--- src/rtl/dgs_pkg.sv ---
// Package: shared types for the drive-enable sequencer.
// Assumes nothing beyond IEEE 1800-2017 enums.
package dgs_pkg;

    // Which input supplies the drive request.
    typedef enum logic {
        SRC_PULSE_PIN = 1'b0,
        SRC_DUTY_CMP  = 1'b1
    } src_e;

    // Position of the accumulator relative to the two thresholds.
    typedef enum logic [1:0] {
        ZONE_BELOW = 2'd0,
        ZONE_BAND  = 2'd1,
        ZONE_ABOVE = 2'd2
    } zone_e;

endpackage

--- src/rtl/dgs_req_sel.sv ---
// Module: dgs_req_sel
// Turns the chosen source into one active-high request bit.
// Assumes both inputs are already synchronous to clk.
module dgs_req_sel
    import dgs_pkg::*;
(
    input  logic src_sel,
    input  logic pwm_in_n,
    input  logic duty_cmp,
    output logic req
);

    src_e src;

    // Map the select bit onto the source enum.
    always_comb begin
        src = src_e'(src_sel);
    end

    // Pick the request: a low pulse pin or a high comparator result.
    always_comb begin
        unique case (src)
            SRC_PULSE_PIN: req = ~pwm_in_n;
            SRC_DUTY_CMP:  req = duty_cmp;
            default:       req = 1'b0;
        endcase
    end

endmodule

--- src/rtl/dgs_leaky_acc.sv ---
// Module: dgs_leaky_acc
// Leaky integrator. It rises by RISE_STEP while the request is active,
// falls by FALL_STEP while it is idle, and is clamped to [0, 2^ACC_W-1].
// Assumes both steps fit into ACC_W bits. halt zeroes it.
module dgs_leaky_acc #(
    parameter int ACC_W     = 10,
    parameter int RISE_STEP = 16,
    parameter int FALL_STEP = 1
) (
    input  logic             clk,
    input  logic             rst_n,
    input  logic             halt,
    input  logic             req,
    output logic [ACC_W-1:0] acc
);

    localparam logic [ACC_W-1:0] RISE_V = RISE_STEP[ACC_W-1:0];
    localparam logic [ACC_W-1:0] FALL_V = FALL_STEP[ACC_W-1:0];
    localparam logic [ACC_W-1:0] FULL_V = {ACC_W{1'b1}};

    logic [ACC_W:0]   up_sum;
    logic [ACC_W-1:0] up_val;
    logic [ACC_W-1:0] dn_val;
    logic [ACC_W-1:0] acc_q;

    // Saturating add: a carry out clamps to full scale.
    always_comb begin
        up_sum = {1'b0, acc_q} + {1'b0, RISE_V};
        up_val = up_sum[ACC_W] ? FULL_V : up_sum[ACC_W-1:0];
    end

    // Saturating subtract: a borrow clamps to zero.
    always_comb begin
        dn_val = (acc_q < FALL_V) ? '0 : (acc_q - FALL_V);
    end

    // Accumulator register, with reset and halt taking priority.
    always_ff @(posedge clk) begin
        if (!rst_n) begin
            acc_q <= '0;
        end else if (halt) begin
            acc_q <= '0;
        end else if (req) begin
            acc_q <= up_val;
        end else begin
            acc_q <= dn_val;
        end
    end

    assign acc = acc_q;

endmodule

--- src/rtl/dgs_zone_cmp.sv ---
// Module: dgs_zone_cmp
// Sorts the accumulator into below-low, band or above-high.
// Both comparisons are strict, so equal values fall in the band.
// Assumes LO_TH < HI_TH and both are below 2^ACC_W.
module dgs_zone_cmp
    import dgs_pkg::*;
#(
    parameter int ACC_W = 10,
    parameter int HI_TH = 256,
    parameter int LO_TH = 113
) (
    input  logic [ACC_W-1:0] acc,
    output zone_e            zone
);

    localparam logic [ACC_W-1:0] HI_V = HI_TH[ACC_W-1:0];
    localparam logic [ACC_W-1:0] LO_V = LO_TH[ACC_W-1:0];

    // Strict threshold classification.
    always_comb begin
        if (acc > HI_V) begin
            zone = ZONE_ABOVE;
        end else if (acc < LO_V) begin
            zone = ZONE_BELOW;
        end else begin
            zone = ZONE_BAND;
        end
    end

endmodule

--- src/rtl/dgs_hyst_flag.sv ---
// Module: dgs_hyst_flag
// Registered enable with hysteresis: it sets above the band, clears below
// it and holds inside it. Reset and halt clear it.
module dgs_hyst_flag
    import dgs_pkg::*;
(
    input  logic  clk,
    input  logic  rst_n,
    input  logic  halt,
    input  zone_e zone,
    output logic  en
);

    logic en_q;

    // The flag changes only on a zone crossing.
    always_ff @(posedge clk) begin
        if (!rst_n) begin
            en_q <= 1'b0;
        end else if (halt) begin
            en_q <= 1'b0;
        end else begin
            unique case (zone)
                ZONE_ABOVE: en_q <= 1'b1;
                ZONE_BELOW: en_q <= 1'b0;
                default:    en_q <= en_q;
            endcase
        end
    end

    assign en = en_q;

endmodule

--- src/rtl/drive_gate_seq.sv ---
// Module: drive_gate_seq (top)
// Drive-enable sequencer. Request on-time charges a leaky accumulator.
// Hysteresis thresholds on that accumulator produce drive_en, and seq_rst
// is its complement, used as the clear for the stall latch.
// Assumes synchronous inputs and LO_TH < HI_TH < 2^ACC_W.
module drive_gate_seq
    import dgs_pkg::*;
#(
    parameter int ACC_W     = 10,
    parameter int RISE_STEP = 16,
    parameter int FALL_STEP = 1,
    parameter int HI_TH     = 256,
    parameter int LO_TH     = 113
) (
    input  logic clk,
    input  logic rst_n,
    input  logic halt,
    input  logic src_sel,
    input  logic pwm_in_n,
    input  logic duty_cmp,
    output logic drive_en,
    output logic seq_rst
);

    logic             req;
    logic [ACC_W-1:0] acc_q;
    zone_e            zone;
    logic             en;

    dgs_req_sel u_sel (
        .src_sel  (src_sel),
        .pwm_in_n (pwm_in_n),
        .duty_cmp (duty_cmp),
        .req      (req)
    );

    dgs_leaky_acc #(
        .ACC_W     (ACC_W),
        .RISE_STEP (RISE_STEP),
        .FALL_STEP (FALL_STEP)
    ) u_acc (
        .clk   (clk),
        .rst_n (rst_n),
        .halt  (halt),
        .req   (req),
        .acc   (acc_q)
    );

    dgs_zone_cmp #(
        .ACC_W (ACC_W),
        .HI_TH (HI_TH),
        .LO_TH (LO_TH)
    ) u_cmp (
        .acc  (acc_q),
        .zone (zone)
    );

    dgs_hyst_flag u_flag (
        .clk   (clk),
        .rst_n (rst_n),
        .halt  (halt),
        .zone  (zone),
        .en    (en)
    );

    // Output flags: the enable and its complement.
    assign drive_en = en;
    assign seq_rst  = ~en;

endmodule

--- config.mk ---
export PLATFORM = sky130hd
export DESIGN_NAME = drive_gate_seq
export DESIGN_NICKNAME = d
export VERILOG_FILES = /design/src/rtl/dgs_pkg.sv /design/src/rtl/dgs_req_sel.sv /design/src/rtl/dgs_leaky_acc.sv /design/src/rtl/dgs_zone_cmp.sv /design/src/rtl/dgs_hyst_flag.sv /design/src/rtl/drive_gate_seq.sv
export SDC_FILE = /design/constraint.sdc
export NUM_CORES = 1
export LEC_CHECK = 0
export BUFFER_PORTS_ARGS = -buffer_cell sky130_fd_sc_hd__buf_2
export CAP_MARGIN = 15
export CORE_MARGIN = 1.5
export CORE_UTILIZATION = 51
export CTS_CLUSTER_SIZE = 16
export DETAILED_ROUTE_END_ITERATION = 8
export PLACE_DENSITY = 0.77
export SLEW_MARGIN = 0
export SYNTH_ARGS = -nofsm -noshare
export SYNTH_HDL_FRONTEND = slang
export SYNTH_HIERARCHICAL = 1
export SYNTH_SLANG_ARGS = --single-unit
--- constraint.sdc ---
create_clock -name clk -period 1.74 [get_ports clk]
set_input_delay 0.087 -clock clk [delete_from_list [all_inputs] [get_ports clk]]
set_output_delay 0.087 -clock clk [all_outputs]
set_load 0.005 [all_outputs]
==> flow_summary.yaml <==
detailed_routing:
  vias_per_cell: 6.15
  first_pass_iters: 4
  vias: 799
  wl_per_cell_um: 15.0
  ant_nets: 0
  wirelength_um: 1950
  drc: 0
  drt_iter0_drc: 22
sta:
  slew-limit-headroom: 0.711
  rsz0062_at_grt: "yes"
  finalMaxSlewViolations: 0
  max_freq_mhz: 585
  max_slew.worst_pin.slew_ns: 0.429
  hold_violations: 0
  whs_ns: 0.0828
  finClkSkew_ns: 0.00584
  setup_viol_count_final: 0
  fin_setup_tns_ns: 0
  fin_crit_ns: 1.71
  timing.final.crit_share: 0.982
yosys:
  synthArstFlopShare: 0
  netlist_area_um2: 843
  synth-warning-count: 6
  yosys.area.top_type_share: 0.261
  synth_most_common_cell: "dfxtp_1"
  synth_top_area_cell: "dfxtp_1"
  avgSynthCellArea_um2: 8.52
  ys_types: 44
  synth-edff-count: 0
  syn_inst: 99
  syn_nets: 109
  synth-main-ff-cell: "dfxtp_1"
  synth_area_leaders: "dfxtp_1 26%, ha_1 5.9%, inv_1 4.0%"
  synth_common_cells: "11 x dfxtp_1, 9 x inv_1, 6 x a21oi_1, 6 x nand2_1"
  yosysSeqAreaShare: 0.261
  synth_seq_cells: 11
die:
  fp.dieW_um: 43.7
  die_h_um: 43.7
  start_util: 0.553
  rows: 14
  fp.coreArea_um2: 1520
  dieArea_um2: 1910
  io_pins: 8
placement:
  placedInstanceArea_um2: 918
  gp_congestion: 0.844
  dp_hpwl_um: 1420
  io_buffers: 7
clock_network:
  cts_sinks: 11
  numCtsBuffers: 3
  cts_buffer_depth: 2
  worstSkewPairLatency_ns: 0.28
  clk_pin_slew_ns: 0.08
  h-tree-depth: 1
  root_buffer: "clkbuf_4"
  cts_tree: "done"
global_route:
  gr-total-overflow: 0
  grt_antenna_before_repair: 0
  grt_pass1_wl_um: 3350
  first_global_vias: 739
  grt_max_degree: 12
  grt_usage: 0.240
hold_path:
  min_from: "rst_n"
  hold_path_end: "u_flag/en"
  min_path_cells: 2
  hp-class: "in -> reg"
power:
  powerDensity_nw_per_um2: 838
  ir_worst_vdd_v: 0.000502
  power_leakage_nw: 0.402
cells_and_area:
  design_area_um2: 972
  nets: 125
  drive_gt1_frac: 0.316
  antenna_cells: 0
  area_growth_pct: 15.3
setup_path:
  path_max_fanout: 2
  timing.rr.start: "u_acc/acc[3]"
  worstPathCellList: "or4_4 -> and4_4 -> o311a_1 -> mux2i_1 -> nor3b_2"
  cp.required_ns: 1.91
  slowest_delay_ns: 0.53
  r2r-end: "u_flag/en"
  cp_data_arrival_time_ns: 1.88
  crit_slowest_cell: "or4_4"
  start_kind: "flop"
  timing_worst_setup_path_type: "reg -> reg"
  cp-end-kind: "flop"
  reg2reg_depth: 5
  r2r_slack_ns: 0.03
run_status:
  status: "complete, no violations"
job:
  cap_violations: 0
==> how the worst max path moves through the flow <==
stage,startpoint,end,slack [ns],depth (start not counted)
4_1_cts,u_acc/acc[4],u_flag/en,0.02,5
3_3_place_gp,u_acc/acc[3],u_flag/en,0.08,5
5_1_grt,u_acc/acc[3],u_flag/en,-0.05,5
2_1_floorplan,u_acc/acc[3],u_flag/en,0.002,5
3_5_place_dp,u_acc/acc[4],u_flag/en,0.04,5
6_report,u_acc/acc[3],u_flag/en,0.03,5
==> power by group <==
group | switching (mW) | internal [mW]
Sequential | 0.0235 | 0.273
Clock | 0.0937 | 0.0890
Combinational | 0.181 | 0.154
==> worst max-delay path, delay by kind of cell, from the launching register on <==
family,cells,cell delay [ns]
compound gates,1,0.30
flops,1,0.32
mux,1,0.18
simple gates,3,0.79
==> per-stage QoR <==
| stage | setup WS [ns] | util | total power, mW | instances |
|---|---|---|---|---|
| floorplan | 0.00170 | - | 0.541 | 99 |
| global placement | 0.0807 | 0.603 | 0.603 | 124 |
| detailed placement | 0.0389 | 0.603 | 0.617 | 124 |
| CTS | 0.0216 | 0.626 | 0.805 | 129 |
| global route | -0.0455 | 0.638 | 0.880 | 130 |
| finish | 0.0310 | 0.638 | 0.814 | 130 |
==> layer usage <==
metal | vias up | GRT usage | wire (um)
met5 | - | 0 | 0
met4 | 0 | 0.0788 | 18
met3 | 5 | 0.0750 | 124
met2 | 32 | 0.385 | 941
met1 | 365 | 0.303 | 867
li1 | 397 | - | -
==> registers in the layout (all words and copies together), names as in the netlist <==
signal	flops
u_acc/acc	10
u_flag/en	1
==> area by class of cell <==
class | instances | area [um^2]
repair buffers | 15 | 97.6
clock buffers | 4 | 26.3
well taps | 16 | 20.0
flip-flops and latches | 11 | 224
multi-input cells | 75 | 571
inverters | 9 | 33.8
fillers | 128 | 552
==> what timing repair did <==
action | 4_1_cts | 5_1_grt
hold endpoints to repair | 1 | 0
endpoints found under the setup margin | 0 | 7
resized for setup | 0 | 7
setup buffers | 0 | 1
hold buffers | 1 | 0
==> placed cells by master, fill, tap and decap left out, types with 2 or more instances in the layout <==
master,instances
inv_1,8
dfxtp_1,8
buf_2,7
buf_4,7
a21oi_1,6
nand2_1,6
nor2_1,5
o21ai_0,4
clkbuf_4,3
nor3_1,3
nand3_1,3
xnor2_1,3
ha_1,3
dfxtp_2,3
nor2b_1,2
o21ai_1,2
and3_1,2
a31oi_1,2
nand2b_1,2
a211oi_1,2
or2_2,2
a221oi_1,2
o211ai_1,2
o21ai_2,2
==> kinds of logic (layout without fill, tap and decap cells) <==
logic type	after synthesis	after routing	synth area share
flip-flops	11	11	0.261
XOR/XNOR	4	4	0.0416
AND/OR/NAND/NOR	34	34	0.270
adder cells (fa/ha/maj)	4	4	0.0593
AO/OA/AOI/OAI	31	31	0.269
buffers and inverters	13	28	0.0697
multiplexers	2	2	0.0297
No activity file was read; power rests on OpenSTA's default activity.
